### config.mk
export PLATFORM = sky130hd
export DESIGN_NAME = wake_ctrl
export DESIGN_NICKNAME = d
export VERILOG_FILES = /design/src/rtl/wake_pkg.sv /design/src/rtl/wake_sync.sv /design/src/rtl/wake_regs.sv /design/src/rtl/wake_ctrl.sv
export SDC_FILE = /design/constraint.sdc
export NUM_CORES = 1
export LEC_CHECK = 0
export ABC_AREA = 1
export BUFFER_PORTS_ARGS = -buffer_cell sky130_fd_sc_hd__buf_2
export CAP_MARGIN = 20
export CORE_UTILIZATION = 53
export CTS_CLUSTER_DIAMETER = 50
export DETAILED_ROUTE_END_ITERATION = 16
export PLACE_DENSITY = 0.79
export SYNTH_ARGS = -nofsm -noshare
export SYNTH_HDL_FRONTEND = slang
export SYNTH_SLANG_ARGS = --single-unit
### constraint.sdc
create_clock -name clk -period 2.3 [get_ports clk]
set_clock_uncertainty 0.15 [all_clocks]
set_input_delay 0.23 -clock clk [delete_from_list [all_inputs] [get_ports clk]]
set_output_delay 0.23 -clock clk [all_outputs]
set_load 0.05 [all_outputs]
### src/rtl/wake_pkg.sv
package wake_pkg;
    localparam int NUM_SRC    = 4;
    localparam int SRC_RING   = 0;
    localparam int SRC_NET    = 1;
    localparam int SRC_BTN    = 2;
    localparam int SRC_RTC    = 3;
    localparam int REG_ADDR_W = 2;

    localparam logic [REG_ADDR_W-1:0] ADDR_ENABLE = 2'd0;
    localparam logic [REG_ADDR_W-1:0] ADDR_STATUS = 2'd1;

    typedef logic [NUM_SRC-1:0] src_vec_t;
endpackage

### src/rtl/wake_sync.sv
module wake_sync #(
    parameter int WIDTH       = 4,
    parameter int SYNC_STAGES = 2
) (
    input  logic             clk,
    input  logic             rst_n,
    input  logic [WIDTH-1:0] async_i,
    output logic [WIDTH-1:0] level_o,
    output logic [WIDTH-1:0] rise_o
);
    localparam int LAST = SYNC_STAGES - 1;

    typedef struct packed {
        logic [SYNC_STAGES-1:0][WIDTH-1:0] chain;
        logic [WIDTH-1:0]                  prev;
    } sync_state_t;

    sync_state_t d, q;

    always_comb begin
        d          = q;
        d.chain[0] = async_i;
        for (int s = 1; s < SYNC_STAGES; s++) begin
            d.chain[s] = q.chain[s-1];
        end
        d.prev = q.chain[LAST];
    end

    always_ff @(posedge clk or negedge rst_n) begin
        if (!rst_n) q <= '0;
        else        q <= d;
    end

    assign level_o = q.chain[LAST];

    // Per-source edge detect from the synchronised level
    for (genvar k = 0; k < WIDTH; k++) begin : g_edge
        assign rise_o[k] = q.chain[LAST][k] & ~q.prev[k];
    end

    // a rise lasts exactly one cycle, so a held level yields one event
    a_r7_single_cycle_rise: assert property (@(posedge clk) disable iff (!rst_n)
        1'b1 |=> ((rise_o & $past(rise_o)) == '0));
endmodule

### src/rtl/wake_regs.sv
module wake_regs
    import wake_pkg::*;
(
    input  logic                  clk,
    input  logic                  rst_n,
    input  src_vec_t              ev_i,
    input  logic [REG_ADDR_W-1:0] addr_i,
    input  logic                  wr_i,
    input  src_vec_t              wdata_i,
    output src_vec_t              enable_o,
    output src_vec_t              status_o,
    output src_vec_t              rdata_o
);
    typedef struct packed {
        src_vec_t enable;
        src_vec_t status;
    } regs_t;

    regs_t    d, q;
    src_vec_t clr_mask;
    logic     en_wr;

    always_comb begin
        en_wr    = wr_i && (addr_i == ADDR_ENABLE);
        clr_mask = (wr_i && (addr_i == ADDR_STATUS)) ? wdata_i : '0;
        d        = q;
        if (en_wr) d.enable = wdata_i;
        // clear first, then events, so a same-cycle event survives
        d.status = (q.status & ~clr_mask) | ev_i;
    end

    always_ff @(posedge clk or negedge rst_n) begin
        if (!rst_n) q <= '0;
        else        q <= d;
    end

    always_comb begin
        unique case (addr_i)
            ADDR_ENABLE: rdata_o = q.enable;
            ADDR_STATUS: rdata_o = q.status;
            default:     rdata_o = '0;
        endcase
    end

    assign enable_o = q.enable;
    assign status_o = q.status;

    // bits not cleared stay set
    a_r5_sticky: assert property (@(posedge clk) disable iff (!rst_n)
        1'b1 |=> ((q.status & $past(q.status & ~clr_mask)) == $past(q.status & ~clr_mask)));
    // an event always lands
    a_r6_event_wins: assert property (@(posedge clk) disable iff (!rst_n)
        (|ev_i) |=> ((q.status & $past(ev_i)) == $past(ev_i)));
    // only an event raises a status bit
    a_r2_only_event_sets: assert property (@(posedge clk) disable iff (!rst_n)
        1'b1 |=> ((q.status & ~$past(q.status) & ~$past(ev_i)) == '0));
    // enable holds without a write to its address
    a_r4_enable_holds: assert property (@(posedge clk) disable iff (!rst_n)
        !en_wr |=> $stable(q.enable));
endmodule

### src/rtl/wake_ctrl.sv
module wake_ctrl
    import wake_pkg::*;
#(
    parameter int SYNC_STAGES = 2
) (
    input  logic                  clk,
    input  logic                  rst_n,
    input  logic                  ring_i,
    input  logic                  net_wake_i,
    input  logic                  button_i,
    input  logic                  rtc_alarm_i,
    input  logic [REG_ADDR_W-1:0] reg_addr_i,
    input  logic                  reg_wr_i,
    input  logic [NUM_SRC-1:0]    reg_wdata_i,
    output logic [NUM_SRC-1:0]    reg_rdata_o,
    output logic                  pwr_req_o
);
    src_vec_t raw_src, sync_level, rise, enable, status;

    always_comb begin
        raw_src           = '0;
        raw_src[SRC_RING] = ring_i;
        raw_src[SRC_NET]  = net_wake_i;
        raw_src[SRC_BTN]  = button_i;
        raw_src[SRC_RTC]  = rtc_alarm_i;
    end

    wake_sync #(
        .WIDTH       (NUM_SRC),
        .SYNC_STAGES (SYNC_STAGES)
    ) sync_i (
        .clk     (clk),
        .rst_n   (rst_n),
        .async_i (raw_src),
        .level_o (sync_level),
        .rise_o  (rise)
    );

    wake_regs regs_i (
        .clk      (clk),
        .rst_n    (rst_n),
        .ev_i     (rise),
        .addr_i   (reg_addr_i),
        .wr_i     (reg_wr_i),
        .wdata_i  (reg_wdata_i),
        .enable_o (enable),
        .status_o (status),
        .rdata_o  (reg_rdata_o)
    );

    assign pwr_req_o = |(status & enable);

    // an event on an enabled source raises the request next cycle
    a_r3_enabled_event_requests: assert property (@(posedge clk) disable iff (!rst_n)
        (|(rise & enable)) |=> pwr_req_o);
    // a disabled event still records status
    a_r2_disabled_event_recorded: assert property (@(posedge clk) disable iff (!rst_n)
        (|(rise & ~enable)) |=> ((status & $past(rise & ~enable)) == $past(rise & ~enable)));

    logic unused_level;
    assign unused_level = ^sync_level;
endmodule

* After elaboration in Yosys (flattened, before gate mapping)
Index checks and enable logic that the tools add are counted.
Cells by class: equality and inequality tests 1, multiplexer cells 2, bitwise gates (word level) 12, reductions and logical operators 4
Operator list (number):
- $and 4x4->4 | 2
- $pmux 4 s2 | 1
- $and 1x1->1 | 4
- $mux 4 | 1
- $not 1->1 | 4
- $not 4->4 | 1
- $or 4x4->4 | 1
- $reduce_or 4->1 | 1
- $eq 2x1->1 const B | 1
- $logic_and 1x1->1 | 2
- $logic_not 2->1 | 1
Word-level totals: bits in registers 20, input port bits 13

* Logic depth before layout (Yosys ltp)
Gate-level depths: netlist (run 1).
word-level depth 6, gate-level depth with buffers 5, mapped depth without buffers 4

* By module
From an unflattened synthesis (run 1), not the netlist that was laid out.
Unflattened totals: cells, all modules 86, area, all modules 827.0 um2
Modules (own cells, without submodules):
- wake_regs | instances 1, cells each 53, area each 422.9 um2, seq. area each 200.2 um2
- wake_sync | instances 1, cells each 24, area each 370.4 um2, seq. area each 300.3 um2
- wake_ctrl | instances 1, cells each 9, area each 33.8 um2, seq. area each 0.0 um2

* Least setup slack after synthesis (run 1)
Ideal clock, no wire load.
kind register -> output, from register regs_i.q, in the netlist regs_i.enable_o[1], to output pwr_req_o, arrival 911 ps, required time 1920 ps, setup slack 1009 ps, cell stages (with the launch flop) 3, cell sequence dfrtp_1 nand2_1 nand4_1
Between the ends: word-level cells in the longest chain between the ends 2
Ends and longest elaborated chain:
- start: declaration | RTL line wake_regs.sv:19 | regs_t d, q;
- start signal: assignment | RTL line wake_regs.sv:33 | if (!rst_n) q <= '0;
- start signal: assignment | RTL line wake_regs.sv:34 | else q <= d;
- $and 4x4->4 | RTL line wake_ctrl.sv:51 | assign pwr_req_o = |(status & enable);
- $reduce_or 4->1 | RTL line wake_ctrl.sv:51
- end: declaration | RTL line wake_ctrl.sv:16 | output logic pwr_req_o
No other way between the ends.

* Worst setup path in the final report (run 1)
from register regs_i.q, in the netlist regs_i.status_o[0], to output reg_rdata_o[0]
Between the ends: word-level cells in the longest chain between the ends 1
Ends and longest elaborated chain:
- $pmux 4 s2 | RTL line wake_regs.sv:38 | unique case (addr_i)
- end: declaration | RTL line wake_ctrl.sv:15 | output logic [NUM_SRC-1:0] reg_rdata_o,
No other way between the ends.

==> impl_metrics.tcl, run 1 <==
set metrics [dict create \
    die_h_um 39.8 \
    synth_area_um2 758 \
    cts_made_buffers 3 \
    drtAntennaViolNets 0 \
    antenna_found_initial 0 \
    synthTopCellsByCount "32 x nand2_1, 20 x dfrtp_1, 8 x nand3_1" \
    pin_count 18 \
    synth_top_area_cell "dfrtp_1" \
    num_antenna_cells 0 \
    final_area_um2 948 \
    overflow 0 \
    regArea_um2 500 \
    multi_input_comb_area_um2 223 \
    worst_pin_slew_ns 0.415 \
    postCtsSetupBuffers 0 \
    yosysTopAreaCellShare_pct 66.0 \
    cts-root-buf "clkbuf_4" \
    rsz0062_at_grt "false" \
    finalSetupViolCount 0 \
    cts.clk_slew.worst_paths_ns 0.11 \
    grt_pass1_wl_mm 1.87 \
    clkSinkCount 20 \
    irDropWorstVdd_mv 0.842 \
    hpwlAfterDp_um 821 \
    grt_max_degree 21 \
    clk_path_buf_depth 2 \
    h-tree-depth 1 \
    syn_nets 87 \
    placement.cell_area_um2 846 \
    yosys_most_used_dff "dfrtp_1" \
    setup_tns_ns 0 \
    syn-instance-count 74 \
    vias 558 \
    clk_latency_ns 0.29 \
    gp_congestion 0.708 \
    status "complete, no violations" \
    fin_crit_sh_pct 63.7 \
    critical_path.max_fanout 3 \
    post-route-min-period_ns 1.46 \
    maxCapViolations 0 \
    synth_most_common_cell "nand2_1" \
    fillers 92 \
    path_class "flip-flop to output port" \
    drive_above_1_share_pct 24.5 \
    leakagePower_uw 0.000512 \
    powerDensity_mw_per_mm2 844 \
    hold_viol 0 \
    portBuffers 17 \
    area_growth_pct 25.1 \
    min_path_type "input pin to flip-flop" \
    grt_pass1_vias 468 \
    grtUsageTotal_pct 19.3 \
    cp-start-kind "flip-flop" \
    die_x_um 39.8 \
    wirelength_mm 1.24 \
    ys_types 10 \
    async_reset_ff_share_pct 100 \
    start_util_pct 57.5 \
    endpoint_kind "output port" \
    drt_first_iter_violations 19 \
    viasPerCell 4.94 \
    synth_area_leaders "dfrtp_1 66%, nand2_1 16%, nand3_1 5.3%" \
    max_freq_mhz 683 \
    slew_headroom_pct 72.3 \
    cts_tree "yes" \
    slew_viol_final 0 \
    rows 13 \
    syn_avg_cell_area_um2 10.2 \
    coreArea_mm2 0.00132 \
    routedWlPerCell_um 11.0 \
    drc 0 \
    first_pass_iters 4 \
    synth_seq_cells 20 \
    yosys_warnings 0 \
    synth_edf_count 0 \
    arrival_ns 1.08 \
    die_area_mm2 0.00159 \
    nNetsFinal 112 \
    seq_area_frac_synth_pct 66.0 \
    cp.required_ns 1.92 \
]
## stage by stage
| step | util (%) | hold WS [ns] | setup slack [ns] | total power [uW] | instances |
|---|---|---|---|---|---|
| floorplan | - | -0.216 | 1.01 | 486 | 74 |
| global placement | 64.2 | 0.0381 | 0.957 | 519 | 104 |
| detailed placement | 64.2 | 0.0430 | 0.945 | 522 | 104 |
| CTS | 72.0 | 0.0124 | 0.814 | 810 | 113 |
| global route | 72.0 | 0.0259 | 0.737 | 842 | 113 |
| finish | 72.0 | 0.0294 | 0.835 | 800 | 113 |
## layer usage
layer,GRT usage [%],up-vias,share of wire [%]
met2,30.7,14,49
met1,22.4,257,46
met4,12.9,0,0.89
met3,5.11,2,4.0
li1,-,285,-
met5,0,-,0
## layout by cell type (no fill, tap or decap)
cell | netlist | layout
clkbuf_4 | 0 | 3
nand4_1 | 5 | 5
nand2_4 | 1 | 1
inv_2 | 1 | 1
dfrtp_1 | 20 | 20
dlygate4sd3_1 | 0 | 5
bufinv_16 | 0 | 1
nand2_1 | 32 | 32
inv_1 | 4 | 4
nand3_1 | 8 | 8
buf_2 | 1 | 17
nor2_8 | 1 | 1
## final timing paths
check,from,to,slack (ns),depth (start not counted)
setup / recovery,regs_i.status_o[0],reg_rdata_o[0],0.84,3
hold / removal,reg_wdata_i[3],regs_i.enable_o[3],0.03,3
setup reg to reg,regs_i.enable_o[3],regs_i.enable_o[3],1.50,2
hold reg to reg,sync_i.d[10],sync_i.level_o[2],0.21,0
max in group asynchronous,rst_n,sync_i.d[10],1.46,2
min in group asynchronous,rst_n,sync_i.level_o[2],0.25,2
## sequential cells by signal, indices dropped and copies added, names as in the netlist
register and cells:
regs_i.enable_o 4, regs_i.status_o 4, sync_i.d 4, sync_i.level_o 4, sync_i.q 4
## worst max-delay path, cell delays in order, from the launching register on
cell and delay (ns):
dfrtp_1 0.39, nand3_1 0.08, nand2_1 0.07, buf_2 0.25
## final cells by class
class	count	share of cell area, %
clock buffer	3	2.37
clock inverter	1	3.17
inverter	5	1.98
multi-input combinational	47	23.5
sequential	20	52.8
tap	15	1.98
timing repair buffer	22	14.2
## report_power, final
part / switching (uW) / leakage, uW / total [uW] / internal [uW]
combinational: 85.7 / 0.000255 / 125 / 39.1
sequential: 17.0 / 0.000229 / 396 / 379
clock: 103 / 0.0000279 / 279 / 176
## cells by family after synthesis
| kind of cell | share of synthesized area [%] |
|---|---|
| buffers and inverters | 4.62 |
| AND/OR/NAND/NOR | 29.4 |
| flip-flops | 66.0 |
## repair_timing
item                      4_1_cts  5_1_grt
hold endpoints to repair       24        0
hold buffers                    5        0
gates resized for setup         0        0
Note: power is estimated with default switching activity, not from simulation.
==> run 2: changes to the inputs <==
--- a/config.mk
+++ b/config.mk
@@ -8,10 +8,10 @@
 export ABC_AREA = 1
 export BUFFER_PORTS_ARGS = -buffer_cell sky130_fd_sc_hd__buf_2
 export CAP_MARGIN = 20
-export CORE_UTILIZATION = 53
+export CORE_UTILIZATION = 49
 export CTS_CLUSTER_DIAMETER = 50
 export DETAILED_ROUTE_END_ITERATION = 16
-export PLACE_DENSITY = 0.79
+export PLACE_DENSITY = 0.74
 export SYNTH_ARGS = -nofsm -noshare
 export SYNTH_HDL_FRONTEND = slang
 export SYNTH_SLANG_ARGS = --single-unit
==> constraint.sdc (replaced) <==
create_clock -name clk -period 1.4 [get_ports clk]
set_clock_uncertainty 0.15 [all_clocks]
set_input_delay 0.14 -clock clk [delete_from_list [all_inputs] [get_ports clk]]
set_output_delay 0.14 -clock clk [all_outputs]
set_load 0.05 [all_outputs]
==> impl_metrics.tcl, run 2 (synthesis results as in run 1) <==
set metrics [dict create \
    die_area_mm2 0.00171 \
    drtAntennaViolNets 0 \
    grt_max_degree 21 \
    grt_pass1_vias 496 \
    post-route-min-period_ns 1.36 \
    cp.required_ns 1.11 \
    nNetsFinal 116 \
    final_cell_mix "32 x nand2_1, 20 x dfrtp_1, 12 x buf_2, 9 x dlygate4sd3_1, 8 x nand3_1" \
    worst_pin_slew_ns 0.429 \
    start_util_pct 55.5 \
    hpwlAfterDp_um 859 \
    cts_made_buffers 3 \
    viasPerCell 4.97 \
    slew_viol_final 0 \
    drive_above_1_share_pct 22.8 \
    first_pass_iters 4 \
    h-tree-depth 1 \
    endpoint_kind "output port" \
    cpPeakStageDelay_ns 0.41 \
    drc 0 \
    die_x_um 41.3 \
    wirelength_mm 1.25 \
    hold_viol 0 \
    vias 576 \
    routedWlPerCell_um 10.8 \
    dp_cells 104 \
    rsz0062_at_grt "true" \
    gp_congestion 0.683 \
    arrival_ns 1.07 \
    postCtsSetupBuffers 0 \
    setup_tns_ns 0 \
    status "complete, no violations" \
    min_path_type "input pin to flip-flop" \
    cp_top_family "flip-flops" \
    clk_path_buf_depth 2 \
    placement.cell_area_um2 846 \
    max_freq_mhz 737 \
    num_antenna_cells 0 \
    cp_num_buf_inv 1 \
    mostFrequentLayoutCell "nand2_1" \
    critical_path.max_fanout 3 \
    maxCapViolations 0 \
    critical_path.slowest_cell "dfrtp_1" \
    slew_headroom_pct 71.4 \
    crit_path_cell_trace "nand2_1, nand4_1, buf_6" \
    cts.clk_slew.worst_paths_ns 0.10 \
    path_class "flip-flop to output port" \
    rows 13 \
    grtUsageTotal_pct 18.0 \
    overflow 0 \
    cts-root-buf "clkbuf_4" \
    pin_count 18 \
    powerDensity_mw_per_mm2 1160 \
    die_h_um 41.3 \
    portBuffers 17 \
    antenna_found_initial 0 \
    finalSetupViolCount 0 \
    final_area_um2 975 \
    clkSinkCount 20 \
    grt_pass1_wl_mm 1.89 \
    drt_first_iter_violations 11 \
    stdcell_count 116 \
    fin_crit_sh_pct 96.9 \
    irDropWorstVdd_mv 0.861 \
    coreArea_mm2 0.00137 \
    area_growth_pct 28.5 \
    clk_latency_ns 0.28 \
    leakagePower_uw 0.000518 \
    cts_tree "yes" \
    cp-start-kind "flip-flop" \
]
==> run 2: worst paths after layout <==
check,to,cells after the start,from,slack [ns]
min reg2reg,sync_i.level_o[3],0,sync_i.d[11],0.20
max,pwr_req_o,3,regs_i.enable_o[1],0.04
max reg2reg,regs_i.status_o[2],2,regs_i.status_o[2],0.62
min,regs_i.enable_o[2],3,reg_wr_i,0.04
max in group asynchronous,regs_i.status_o[1],2,rst_n,0.64
min in group asynchronous,sync_i.d[10],2,rst_n,0.17
==> run 2: area by class of cell <==
class	count	area, um2
Sequential cell	20	500
Fill cell	108	392
Multi-Input combinational cell	47	223
Timing Repair Buffer	26	191
Clock buffer	3	22.5
Inverter	5	18.8
Tap cell	15	18.8
==> run 2: worst register-to-register path: stages, from the launching register on <==
cell	delay (ns)
dfrtp_1	0.41
nand2_1	0.07
nand2_1	0.05
==> run 2: per-layer routing <==
layer	up-vias	wire, um	GRT usage [%]
met5	-	0	0
met4	0	11	9.68
met3	2	69	4.79
met2	20	578	29.7
met1	259	588	21.3
li1	295	-	-
==> run 2: stage by stage <==
stage / setup WS, ns / utilization (%) / total power (uW) / hold WS (ns)
final: 0.0431 / 71.3 / 1130 / 0.0442
after global routing: -0.00183 / 71.3 / 1200 / 0.0287
after CTS: 0.0134 / 70.3 / 1130 / 0.0367
after detailed placement: 0.205 / 61.9 / 860 / -0.0466
after global placement: 0.231 / 61.9 / 853 / -0.0532
after floorplan: 0.199 / - / 798 / -0.306
==> run 2: where the power goes <==
part | leakage, uW | switching (uW) | internal (uW) | total [uW]
registers | 0.000229 | 27.8 | 623 | 651
logic | 0.000276 | 146 | 85.8 | 232
clock network | 0.0000138 | 151 | 99.8 | 251
total | 0.000518 | 325 | 809 | 1130
==> run 2: what timing repair did <==
action                                  4_1_cts  5_1_grt
endpoints found under the hold margin        28        0
pin swaps                                     0        2
hold buffers                                  9        0
endpoints found under the setup margin        1        5
gates resized for setup                       1        7
==> run 3: changes to the inputs <==
--- a/config.mk
+++ b/config.mk
@@ -5,7 +5,6 @@
 export SDC_FILE = /design/constraint.sdc
 export NUM_CORES = 1
 export LEC_CHECK = 0
-export ABC_AREA = 1
 export BUFFER_PORTS_ARGS = -buffer_cell sky130_fd_sc_hd__buf_2
 export CAP_MARGIN = 20
 export CORE_UTILIZATION = 49
==> constraint.sdc (replaced) <==
create_clock -name clk -period 1.4 [get_ports clk]
set_clock_uncertainty 0.15 [all_clocks]
set_input_delay 0.14 -clock clk [delete_from_list [all_inputs] [get_ports clk]]
set_output_delay 0.14 -clock clk [all_outputs]
set_load 0.1 [all_outputs]
==> impl_metrics.tcl, run 3 <==
set metrics [dict create \
    status "finished with violations" \
    violations "setup timing" \
    grtUsageTotal_pct 22.2 \
    num_antenna_cells 0 \
    slew_viol_final 0 \
    h-tree-depth 1 \
    rsz0062_at_grt "true" \
    critical_path.slowest_cell "dfrtp_1" \
    ys_types 11 \
    clk_latency_ns 0.29 \
    cts_tree "yes" \
    synth_top_area_cell "dfrtp_1" \
    clkPwrFrac_pct 22.0 \
    leakagePower_uw 0.000522 \
    grt_pass1_wl_mm 2.26 \
    dp_cells 81 \
    slew_headroom_pct 72.6 \
    crit_path_cell_trace "a22oi_2, nand2_1, buf_12" \
    mostFrequentLayoutCell "dfrtp_1" \
    drc 0 \
    start_util_pct 54.4 \
    stdcell_count 101 \
    synth_area_leaders "dfrtp_1 68%, mux2_2 6.1%, mux2i_1 5.5%" \
    drive_above_1_share_pct 48.8 \
    cts-root-buf "clkbuf_4" \
    gp_congestion 0.673 \
    routedWlPerCell_um 15.6 \
    clkSinkCount 20 \
    final_cell_mix "20 x dfrtp_1, 12 x buf_2, 9 x dlygate4sd3_1, 8 x buf_4, 5 x buf_12" \
    die_area_mm2 0.00166 \
    synth_most_common_cell "dfrtp_1" \
    max_freq_mhz 666 \
    antenna_found_initial 0 \
    cp_top_family "flip-flops" \
    irDropWorstVdd_mv 0.948 \
    cts_made_buffers 3 \
    die_h_um 40.7 \
    min_path_type "input pin to flip-flop" \
    cp-start-kind "flip-flop" \
    grt_pass1_vias 554 \
    syn-instance-count 49 \
    cts.clk_slew.worst_paths_ns 0.10 \
    cp.required_ns 1.11 \
    syn_avg_cell_area_um2 15.0 \
    p_comb_share_pct 30.9 \
    switching_power_uw 444 \
    endpoint_kind "output port" \
    post-route-min-period_ns 1.50 \
    portBuffers 17 \
    wirelength_mm 1.57 \
    switching_share_pct 31.1 \
    seq_area_frac_synth_pct 68.1 \
    synth_area_um2 734 \
    arrival_ns 1.21 \
    die_x_um 40.7 \
    rows 13 \
    vias 538 \
    drtAntennaViolNets 0 \
    finalSetupViolCount 5 \
    cpPeakStageDelay_ns 0.43 \
    hold_viol 0 \
    coreArea_mm2 0.00135 \
    yosys_warnings 0 \
    area_growth_pct 54.5 \
    yosysTopAreaCellShare_pct 68.1 \
    worst_pin_slew_ns 0.411 \
    clk_path_buf_depth 2 \
    layout_setup_ws_ns -0.101 \
    viasPerCell 5.33 \
    drt_first_iter_violations 6 \
    critical_path.max_fanout 3 \
    fillers 67 \
    hold_ws_ns 0.0776 \
    powerDensity_mw_per_mm2 1260 \
    maxCapViolations 0 \
    first_pass_iters 4 \
    synth_edf_count 0 \
    fin_crit_sh_pct 107 \
    async_reset_ff_share_pct 100 \
    yosys_most_used_dff "dfrtp_1" \
    grt_max_degree 21 \
    pin_count 18 \
    overflow 0 \
    syn_nets 62 \
    hpwlAfterDp_um 937 \
    path_class "flip-flop to output port" \
    cp_num_buf_inv 1 \
    synth_seq_cells 20 \
    place_ws_ns 0.128 \
    internal_power_uw 985 \
    nNetsFinal 100 \
    p_seq_share_pct 47.1 \
]
## run 3: cell types whose count changed in the layout (fill, tap and decap cells not counted), moves of 2 or more
| cell | change |
|---|---|
| a22o_1 | +4 |
| buf_12 | +5 |
| buf_4 | +6 |
| clkbuf_4 | -2 |
| mux2_2 | +4 |
| mux2i_2 | +3 |
| nand2_1 | -31 |
| nand3_1 | -8 |
| nand4_1 | -5 |
| nand4b_1 | +4 |
| nor2_4 | +4 |
## run 3: worst min-delay path, cell delays in order
cell and delay (ns):
buf_2 0.13, nand4b_1 0.10, a22o_1 0.12
## run 3: routing by layer
layer,vias up,track usage (%),share of wire (%)
met2,19,40.9,54
met3,2,1.63,2.8
li1,247,-,-
met5,-,0,0
met4,0,12.5,0.51
met1,270,25.2,43
## run 3: cells by family (layout without fill, tap and decap cells)
kind of cell | count (synthesis) | count (layout) | share of synthesized area (%)
AO/OA/AOI/OAI | 6 | 6 | 6.81
buffers and inverters | 5 | 42 | 3.58
multiplexers | 8 | 8 | 11.6
flip-flops | 20 | 20 | 68.1
AND/OR/NAND/NOR | 10 | 10 | 9.88
## run 3: path summary, 6_finish.rpt
| kind | startpoint | end | slack (ns) | cells past startpoint |
|---|---|---|---|---|
| setup reg to reg | regs_i.enable_o[3] | regs_i.enable_o[3] | 0.30 | 2 |
| max in group asynchronous | rst_n | sync_i.q[2] | 0.66 | 2 |
| min in group asynchronous | rst_n | sync_i.q[3] | 0.15 | 2 |
| setup / recovery | regs_i.status_o[0] | pwr_req_o | -0.10 | 3 |
| hold / removal | reg_wr_i | regs_i.status_o[0] | 0.08 | 3 |
| hold reg to reg | sync_i.d[10] | sync_i.level_o[2] | 0.21 | 0 |
## run 3: power by group through the flow
stage                     sequential [uW]  combinational, uW  clock (uW)
final                                 673                442         314
after global routing                  678                461         346
after CTS                             664                434         326
after detailed placement              674                370           0
after global placement                669                363           0
after floorplan                       661                238           0
## run 3: cell type report
cell class / instances / area [um2] / share of cell area [%]
Inverter: 4 / 15.0 / 1.32
Multi-Input combinational cell: 24 / 254 / 22.4
Clock buffer: 4 / 36.3 / 3.20
Sequential cell: 20 / 500 / 44.1
Tap cell: 15 / 18.8 / 1.65
Timing Repair Buffer: 34 / 310 / 27.3
## run 3: repair_timing
action                     CTS  global route
gates resized for setup      3             1
buffers inserted             6             1
setup endpoints to repair    5             5
hold endpoints to repair    28             0
hold buffers                 9             0
pin swaps                    2             1
## run 3: metrics by stage
stage | cell area (um2) | utilization [%] | setup TNS [ns] | total power (uW)
after floorplan | 764 | - | 0 | 899
after global placement | 940 | 69.6 | 0 | 1030
after detailed placement | 940 | 69.6 | 0 | 1040
after CTS | 1120 | 83.1 | -0.313 | 1420
after global routing | 1130 | 84.1 | -0.581 | 1490
final | 1130 | 84.1 | -0.341 | 1430
